`config.mk`:
```
export PLATFORM = sky130hd
export DESIGN_NAME = rc_cmd_seq
export DESIGN_NICKNAME = d
export VERILOG_FILES = /design/src/rtl/rc_cmd_pkg.sv /design/src/rtl/rc_addr_split.sv /design/src/rtl/rc_open_row.sv /design/src/rtl/rc_cmd_fsm.sv /design/src/rtl/rc_pin_drive.sv /design/src/rtl/rc_cmd_seq.sv
export SDC_FILE = /design/constraint.sdc
export NUM_CORES = 1
export LEC_CHECK = 0
export CORE_UTILIZATION = 51
export DETAILED_ROUTE_END_ITERATION = 12
export GPL_TIMING_DRIVEN = 0
export PLACE_DENSITY = 0.82
export SYNTH_ARGS = -nofsm -noshare
export SYNTH_HDL_FRONTEND = slang
export SYNTH_SLANG_ARGS = --single-unit
```
`constraint.sdc`:
```
create_clock -name clk -period 2.1 [get_ports clk]
set_clock_uncertainty 0.05 [all_clocks]
set_input_delay 0.42 -clock clk [delete_from_list [all_inputs] [get_ports clk]]
set_output_delay 0.42 -clock clk [all_outputs]
set_load 0.005 [all_outputs]
```
`src/rtl/rc_cmd_pkg.sv`:
```
package rc_cmd_pkg;

    typedef enum logic [2:0] {
        CMD_DESEL,
        CMD_NOP,
        CMD_ACT,
        CMD_RD,
        CMD_WR,
        CMD_PRE
    } cmd_e;

    typedef struct packed {
        logic cs_n;
        logic ras_n;
        logic cas_n;
        logic we_n;
    } strobe_t;

    typedef enum logic [1:0] {
        ST_IDLE,
        ST_PGAP,
        ST_AGAP
    } seq_state_e;

    // strobe encoding of every command
    function automatic strobe_t encode_cmd(cmd_e c);
        strobe_t s;
        case (c)
            CMD_NOP:  s = '{cs_n: 1'b0, ras_n: 1'b1, cas_n: 1'b1, we_n: 1'b1};
            CMD_ACT:  s = '{cs_n: 1'b0, ras_n: 1'b0, cas_n: 1'b1, we_n: 1'b1};
            CMD_RD:   s = '{cs_n: 1'b0, ras_n: 1'b1, cas_n: 1'b0, we_n: 1'b1};
            CMD_WR:   s = '{cs_n: 1'b0, ras_n: 1'b1, cas_n: 1'b0, we_n: 1'b0};
            CMD_PRE:  s = '{cs_n: 1'b0, ras_n: 1'b0, cas_n: 1'b1, we_n: 1'b0};
            default:  s = '{cs_n: 1'b1, ras_n: 1'b1, cas_n: 1'b1, we_n: 1'b1};
        endcase
        return s;
    endfunction

    function automatic cmd_e col_cmd(logic is_write);
        return is_write ? CMD_WR : CMD_RD;
    endfunction

endpackage

```
`src/rtl/rc_addr_split.sv`:
```
module rc_addr_split #(
    parameter int ADDR_W       = 8,
    parameter bit ROW_IN_UPPER = 1'b1,
    localparam int HALF_W      = ADDR_W / 2
) (
    input  logic [ADDR_W-1:0] addr,
    output logic [HALF_W-1:0] row,
    output logic [HALF_W-1:0] col
);
    generate
        if (ROW_IN_UPPER) begin : g_row_hi
            assign row = addr[ADDR_W-1:HALF_W];
            assign col = addr[HALF_W-1:0];
        end else begin : g_row_lo
            assign row = addr[HALF_W-1:0];
            assign col = addr[ADDR_W-1:HALF_W];
        end
    endgenerate
endmodule

```
`src/rtl/rc_open_row.sv`:
```
module rc_open_row #(
    parameter int HALF_W = 4
) (
    input  logic              clk,
    input  logic              rst,
    input  logic              act_fire,
    input  logic [HALF_W-1:0] act_row,
    input  logic [HALF_W-1:0] probe_row,
    output logic              row_open,
    output logic [HALF_W-1:0] row_q,
    output logic              hit
);
    always_ff @(posedge clk) begin
        if (rst) begin
            row_open <= 1'b0;
            row_q    <= '0;
        end else if (act_fire) begin
            row_open <= 1'b1;
            row_q    <= act_row;
        end
    end

    assign hit = row_open && (row_q == probe_row);

    // a row only becomes open through an activate
    a_r7_open_by_act: assert property (@(posedge clk) disable iff (rst)
        $rose(row_open) |-> $past(act_fire));
endmodule

```
`src/rtl/rc_cmd_fsm.sv`:
```
module rc_cmd_fsm
    import rc_cmd_pkg::*;
#(
    parameter int HALF_W  = 4,
    parameter int DATA_W  = 8,
    parameter int PRE_GAP = 2,
    parameter int ACT_GAP = 2,
    localparam int GAP_MAX = (PRE_GAP > ACT_GAP) ? PRE_GAP : ACT_GAP,
    localparam int CNT_W   = $clog2(GAP_MAX + 2)
) (
    input  logic              clk,
    input  logic              rst,
    input  logic              req_valid,
    input  logic              req_write,
    input  logic [HALF_W-1:0] req_row,
    input  logic [HALF_W-1:0] req_col,
    input  logic [DATA_W-1:0] req_wdata,
    input  logic              row_open,
    input  logic              row_hit,
    output logic              ready,
    output cmd_e              nxt_cmd,
    output logic [HALF_W-1:0] nxt_addr,
    output logic [DATA_W-1:0] nxt_wdata,
    output logic              act_fire,
    output logic [HALF_W-1:0] act_row
);
    seq_state_e        state_q, state_d;
    logic [CNT_W-1:0]  cnt_q, cnt_d;
    logic              p_write_q;
    logic [HALF_W-1:0] p_row_q, p_col_q;
    logic [DATA_W-1:0] p_wdata_q;
    logic              accept, latch;

    assign ready  = (state_q == ST_IDLE);
    assign accept = ready && req_valid;

    always_comb begin
        state_d   = state_q;
        cnt_d     = cnt_q;
        nxt_cmd   = CMD_DESEL;
        nxt_addr  = '0;
        nxt_wdata = '0;
        act_fire  = 1'b0;
        act_row   = p_row_q;
        latch     = 1'b0;
        case (state_q)
            ST_IDLE: begin
                if (accept) begin
                    if (row_hit) begin
                        nxt_cmd   = col_cmd(req_write);
                        nxt_addr  = req_col;
                        nxt_wdata = req_write ? req_wdata : '0;
                    end else if (row_open) begin
                        nxt_cmd = CMD_PRE;
                        latch   = 1'b1;
                        state_d = ST_PGAP;
                        cnt_d   = CNT_W'(PRE_GAP);
                    end else begin
                        nxt_cmd  = CMD_ACT;
                        nxt_addr = req_row;
                        act_fire = 1'b1;
                        act_row  = req_row;
                        latch    = 1'b1;
                        state_d  = ST_AGAP;
                        cnt_d    = CNT_W'(ACT_GAP);
                    end
                end
            end
            ST_PGAP: begin
                if (cnt_q != '0) begin
                    nxt_cmd = CMD_NOP;
                    cnt_d   = cnt_q - 1'b1;
                end else begin
                    nxt_cmd  = CMD_ACT;
                    nxt_addr = p_row_q;
                    act_fire = 1'b1;
                    state_d  = ST_AGAP;
                    cnt_d    = CNT_W'(ACT_GAP);
                end
            end
            ST_AGAP: begin
                if (cnt_q != '0) begin
                    nxt_cmd = CMD_NOP;
                    cnt_d   = cnt_q - 1'b1;
                end else begin
                    nxt_cmd   = col_cmd(p_write_q);
                    nxt_addr  = p_col_q;
                    nxt_wdata = p_write_q ? p_wdata_q : '0;
                    state_d   = ST_IDLE;
                end
            end
            default: state_d = ST_IDLE;
        endcase
    end

    always_ff @(posedge clk) begin
        if (rst) begin
            state_q   <= ST_IDLE;
            cnt_q     <= '0;
            p_write_q <= 1'b0;
            p_row_q   <= '0;
            p_col_q   <= '0;
            p_wdata_q <= '0;
        end else begin
            state_q <= state_d;
            cnt_q   <= cnt_d;
            if (latch) begin
                p_write_q <= req_write;
                p_row_q   <= req_row;
                p_col_q   <= req_col;
                p_wdata_q <= req_wdata;
            end
        end
    end

    // a busy sequence never leaves the idle state through a hit path
    a_r8_no_accept_busy: assert property (@(posedge clk) disable iff (rst)
        (state_q != ST_IDLE) |=> (state_q != ST_IDLE) || $past(cnt_q) == '0);
endmodule

```
`src/rtl/rc_pin_drive.sv`:
```
module rc_pin_drive
    import rc_cmd_pkg::*;
#(
    parameter int HALF_W = 4,
    parameter int DATA_W = 8
) (
    input  logic              clk,
    input  logic              rst,
    input  cmd_e              nxt_cmd,
    input  logic [HALF_W-1:0] nxt_addr,
    input  logic [DATA_W-1:0] nxt_wdata,
    output strobe_t           pins,
    output logic [HALF_W-1:0] addr,
    output logic [DATA_W-1:0] wdata
);
    always_ff @(posedge clk) begin
        if (rst) begin
            pins  <= encode_cmd(CMD_DESEL);
            addr  <= '0;
            wdata <= '0;
        end else begin
            pins  <= encode_cmd(nxt_cmd);
            addr  <= nxt_addr;
            wdata <= nxt_wdata;
        end
    end
endmodule

```
`src/rtl/rc_cmd_seq.sv`:
```
module rc_cmd_seq
    import rc_cmd_pkg::*;
#(
    parameter int ADDR_W  = 8,
    parameter int DATA_W  = 8,
    parameter int PRE_GAP = 2,
    parameter int ACT_GAP = 2,
    localparam int HALF_W = ADDR_W / 2
) (
    input  logic              clk,
    input  logic              rst,
    input  logic              req_valid,
    output logic              req_ready,
    input  logic              req_write,
    input  logic [ADDR_W-1:0] req_addr,
    input  logic [DATA_W-1:0] req_wdata,
    output logic              mem_cs_n,
    output logic              mem_ras_n,
    output logic              mem_cas_n,
    output logic              mem_we_n,
    output logic [HALF_W-1:0] mem_addr,
    output logic [DATA_W-1:0] mem_wdata
);
    logic [HALF_W-1:0] req_row, req_col, act_row, row_q, nxt_addr;
    logic [DATA_W-1:0] nxt_wdata;
    logic              row_open, row_hit, act_fire;
    cmd_e              nxt_cmd;
    strobe_t           pins;

    rc_addr_split #(.ADDR_W(ADDR_W), .ROW_IN_UPPER(1'b1)) u_split (
        .addr (req_addr),
        .row  (req_row),
        .col  (req_col)
    );

    rc_open_row #(.HALF_W(HALF_W)) u_row (
        .clk       (clk),
        .rst       (rst),
        .act_fire  (act_fire),
        .act_row   (act_row),
        .probe_row (req_row),
        .row_open  (row_open),
        .row_q     (row_q),
        .hit       (row_hit)
    );

    rc_cmd_fsm #(
        .HALF_W (HALF_W), .DATA_W (DATA_W),
        .PRE_GAP(PRE_GAP), .ACT_GAP(ACT_GAP)
    ) u_fsm (
        .clk       (clk),
        .rst       (rst),
        .req_valid (req_valid),
        .req_write (req_write),
        .req_row   (req_row),
        .req_col   (req_col),
        .req_wdata (req_wdata),
        .row_open  (row_open),
        .row_hit   (row_hit),
        .ready     (req_ready),
        .nxt_cmd   (nxt_cmd),
        .nxt_addr  (nxt_addr),
        .nxt_wdata (nxt_wdata),
        .act_fire  (act_fire),
        .act_row   (act_row)
    );

    rc_pin_drive #(.HALF_W(HALF_W), .DATA_W(DATA_W)) u_pins (
        .clk       (clk),
        .rst       (rst),
        .nxt_cmd   (nxt_cmd),
        .nxt_addr  (nxt_addr),
        .nxt_wdata (nxt_wdata),
        .pins      (pins),
        .addr      (mem_addr),
        .wdata     (mem_wdata)
    );

    assign mem_cs_n  = pins.cs_n;
    assign mem_ras_n = pins.ras_n;
    assign mem_cas_n = pins.cas_n;
    assign mem_we_n  = pins.we_n;

    logic is_act, is_pre, is_nop, is_col;
    assign is_act = (pins == 4'b0011);
    assign is_pre = (pins == 4'b0010);
    assign is_nop = (pins == 4'b0111);
    assign is_col = !pins.cs_n && pins.ras_n && !pins.cas_n;

    // activate carries the row that the tracker now holds open
    a_r1_act_row: assert property (@(posedge clk) disable iff (rst)
        is_act |-> (mem_addr == row_q));
    // at least two NOPs follow an activate
    a_r4_act_nop1: assert property (@(posedge clk) disable iff (rst)
        is_act |=> is_nop);
    a_r4_act_nop2: assert property (@(posedge clk) disable iff (rst)
        $past(is_act, 2) |-> is_nop);
    // at least two NOPs follow a precharge
    a_r5_pre_nop1: assert property (@(posedge clk) disable iff (rst)
        is_pre |=> is_nop);
    a_r5_pre_nop2: assert property (@(posedge clk) disable iff (rst)
        $past(is_pre, 2) |-> is_nop);
    // column commands only go to an open row
    a_r6_col_open: assert property (@(posedge clk) disable iff (rst)
        is_col |-> row_open);
    // not ready while a precharge or activate is on the pins
    a_r8_busy: assert property (@(posedge clk) disable iff (rst)
        (is_pre || is_act) |-> !req_ready);
    // data lane is zero unless a write is on the pins
    a_r9_wdata_zero: assert property (@(posedge clk) disable iff (rst)
        !(is_col && !pins.we_n) |-> (mem_wdata == '0));
endmodule

```
==> results.yml <==
status:
  status: "complete, no violations"
timing:
  period_share_pct: 94.8
  setup_viol: 0
  worstMarginPinSlew_ns: 0.600
  hold_viol: 0
  finalCriticalPeriod_ns: 1.99
  rsz0062_at_grt: "false"
  max_freq_ghz: 0.502
  fin_tns_setup_ns: 0
  drv_slew: 0
  slew_headroom_pct: 59.9
worst_setup_path:
  crit_fanout: 7
  critPathKind: "input port to flop"
  reg2reg_depth: 8
  r2r_start: "u_fsm.state_q[0]"
  reg2reg_slack_ns: 0.18
  cp-end-kind: "flop"
  cp-start-kind: "input port"
  required_ns: 2.30
  timing.rr.end: "u_fsm.cnt_q[0]"
  startpoint: "req_addr[7]"
  arrival_ns: 2.19
clock_network:
  cts_tree: "done"
  cts.path.max_buffers: 2
  cts.htree.levels: 2
  cts_hold_repair.buffers: 0
  cts.clk_slew.worst_paths_ns: 0.08
  cts-root-buf: "clkbuf_8"
  insertion_delay_ns: 0.30
  cts-buffers-inserted: 5
  cts_sinks: 42
job:
  timing.max_cap.violations: 0
grt:
  grt_usage_pct: 22.1
  grt_overflow: 0
  grt_pass1_vias: 1526
  grt_max_degree: 14
  antenna_found_initial: 0
  grt_pass1_wl_um: 6840
floorplanning:
  io_pins: 37
  die_area_sq_um: 3990
  fp.dieH_um: 63.1
  core_area_sq_um: 3470
  initial_utilization_pct: 55.0
  fp-row-count: 21
  die_x_um: 63.1
pwr:
  cellPowerDensity_nw_per_um2: 944
  pwr-share-seq_pct: 41.0
  clockPowerShare_pct: 23.5
  swShare_pct: 33.6
  p_leak_nw: 0.966
  vdd_drop_max_v: 0.000608
  intPower_w: 0.00155
  p_comb_share_pct: 35.5
  switchingPower_w: 0.000783
finish:
  final_nets: 274
  fillers: 269
  antenna_cells: 0
  final_common_cell: "dfxtp_1"
  area_growth_pct: 29.5
  layout_common_cells: "dfxtp_1 (41), nor2_1 (39), clkdlybuf4s50_1 (32), mux2i_1 (18), nand2_1 (12)"
  drive_gt1_share_pct: 13.3
  regArea_sq_um: 842
  stdcell_area_sq_um: 2470
  multi_input_area_sq_um: 1020
logic_synthesis:
  synthFlopType: "dfxtp_1"
  syn_inst: 203
  synth_edf_count: 0
  syn_nets: 229
  ys_warn_count: 0
  ys_seq_area_share_pct: 44.1
  synth-seq-cells: 42
  synth.distinct_cells: 37
  synth_area_sq_um: 1910
  syn_area_per_cell_sq_um: 9.39
  async_flop_share_pct: 0
min_path:
  hold_start: "u_fsm.cnt_q[0]"
  holdPathStages: 2
  min_path_type: "flop to flop"
  hold-path-endpoint: "u_fsm.cnt_q[0]"
detailed_routing:
  route.detailed.drc: 0
  ant_nets: 0
  post_drt_wl_per_cell_um: 14.2
  routed-via-count: 1657
  routed_wl_um: 4180
  drt-pass1-iter-count: 5
  drtIter0Drc: 101
  vias_per_cell: 5.62
place:
  post-dp-hpwl_um: 2910
  port_buffers: 36
  gp_congestion: 0.849
  place_area_sq_um: 2320
==> worst max path at each step <==
stage | endpoint | slack [ns] | cells after the start
2_1_floorplan | u_fsm.p_col_q[0] | 0.18 | 8
6_report | u_pins.pins[1] | 0.11 | 7
3_3_place_gp | u_fsm.p_wdata_q[0] | -0.51 | 7
5_1_grt | u_pins.pins[1] | 0.02 | 8
3_5_place_dp | u_fsm.p_row_q[1] | -0.54 | 7
4_1_cts | u_pins.pins[1] | 0.03 | 7
==> power by group through the flow <==
stage               combinational [W]  clock (W)  sequential, W
finish                       0.000827   0.000547       0.000956
CTS                          0.000787   0.000552       0.000956
global placement             0.000758          0       0.000969
floorplan                    0.000544          0       0.000966
detailed placement           0.000771          0       0.000973
global route                 0.000904   0.000595       0.000969
==> synth_stat cells, types with 3 or more instances <==
cell      count  area share (%)
xor2_1        4             1.8
a22oi_1       9             3.5
clkbuf_1      6             1.2
nand3_1       7             1.8
a222oi_1      4             2.1
mux2i_1      18             9.4
ha_1          6             3.9
buf_2         3            0.79
dfxtp_1      42              44
nand2_1      12             2.4
inv_1         8             1.6
a21oi_1       7             1.8
a22o_1        4             1.8
nor2_1       39             7.7
a311oi_1      4             1.8
==> metal layers <==
metal / track usage, % / up-vias / part of all wire (%)
met5: 0 / - / 0
met4: 8.43 / 0 / 1.1
met3: 5.80 / 6 / 4.5
met2: 37.5 / 45 / 50
met1: 26.5 / 785 / 44
li1: - / 821 / -
==> timing repair <==
item | in CTS | in global routing
gates resized for setup | 7 | 10
pin swaps | 0 | 0
setup endpoints to repair | 34 | 24
hold endpoints to repair | 0 | 0
buffers inserted | 0 | 2
==> flip-flops by register name, summed over array words and instances (netlist names) <==
signal and flops:
u_pins.pins 4, u_fsm.p_wdata_q 8, u_fsm.state_q 2, u_row.row_open 1, u_pins.wdata 8, u_row.row_q 4
u_fsm.cnt_q 2, u_fsm.p_write_q 1, u_pins.addr 4, u_fsm.p_row_q 4, u_fsm.p_col_q 4
==> through the flow <==
stage | hold WS, ns | util [%] | total power [W] | std cells | setup WS [ns]
floorplan | 0.386 | - | 0.00151 | 203 | 0.183
global placement | 0.398 | 67.0 | 0.00173 | 285 | -0.514
detailed placement | 0.409 | 67.0 | 0.00174 | 285 | -0.541
CTS | 0.421 | 70.2 | 0.00229 | 293 | 0.0281
global route | 0.449 | 71.2 | 0.00247 | 295 | 0.0176
finish | 0.423 | 71.2 | 0.00233 | 295 | 0.109
==> cell families (layout without fill, tap and decap cells) <==
group / after synthesis / in the layout / synth area share [%]
compound gates: 47 / 47 / 20.1
xor+xnor: 4 / 4 / 1.84
fa+ha+maj: 6 / 6 / 3.94
buf+inv: 18 / 64 / 4.13
flops: 42 / 42 / 44.1
mux: 20 / 20 / 10.6
simple gates: 66 / 66 / 15.2
==> critical path: stages <==
cell and delay [ns]:
dlygate4sd2_1 0.28, xor2_1 0.17, or4_1 0.53, buf_4 0.20, o21ai_2 0.17, mux2_2 0.35
nand2_1 0.06
==> layout make-up <==
type                    instances  area share (%)
multi-input cells             143            41.2
inverters                       8            1.22
repair buffers                 38            15.1
flip-flops and latches         42            34.1
clock inverters                 2           0.507
plain buffers                  10            2.18
clock buffers                   6            3.34
well taps                      46            2.33
Note: power is estimated with default switching activity, not from simulation.
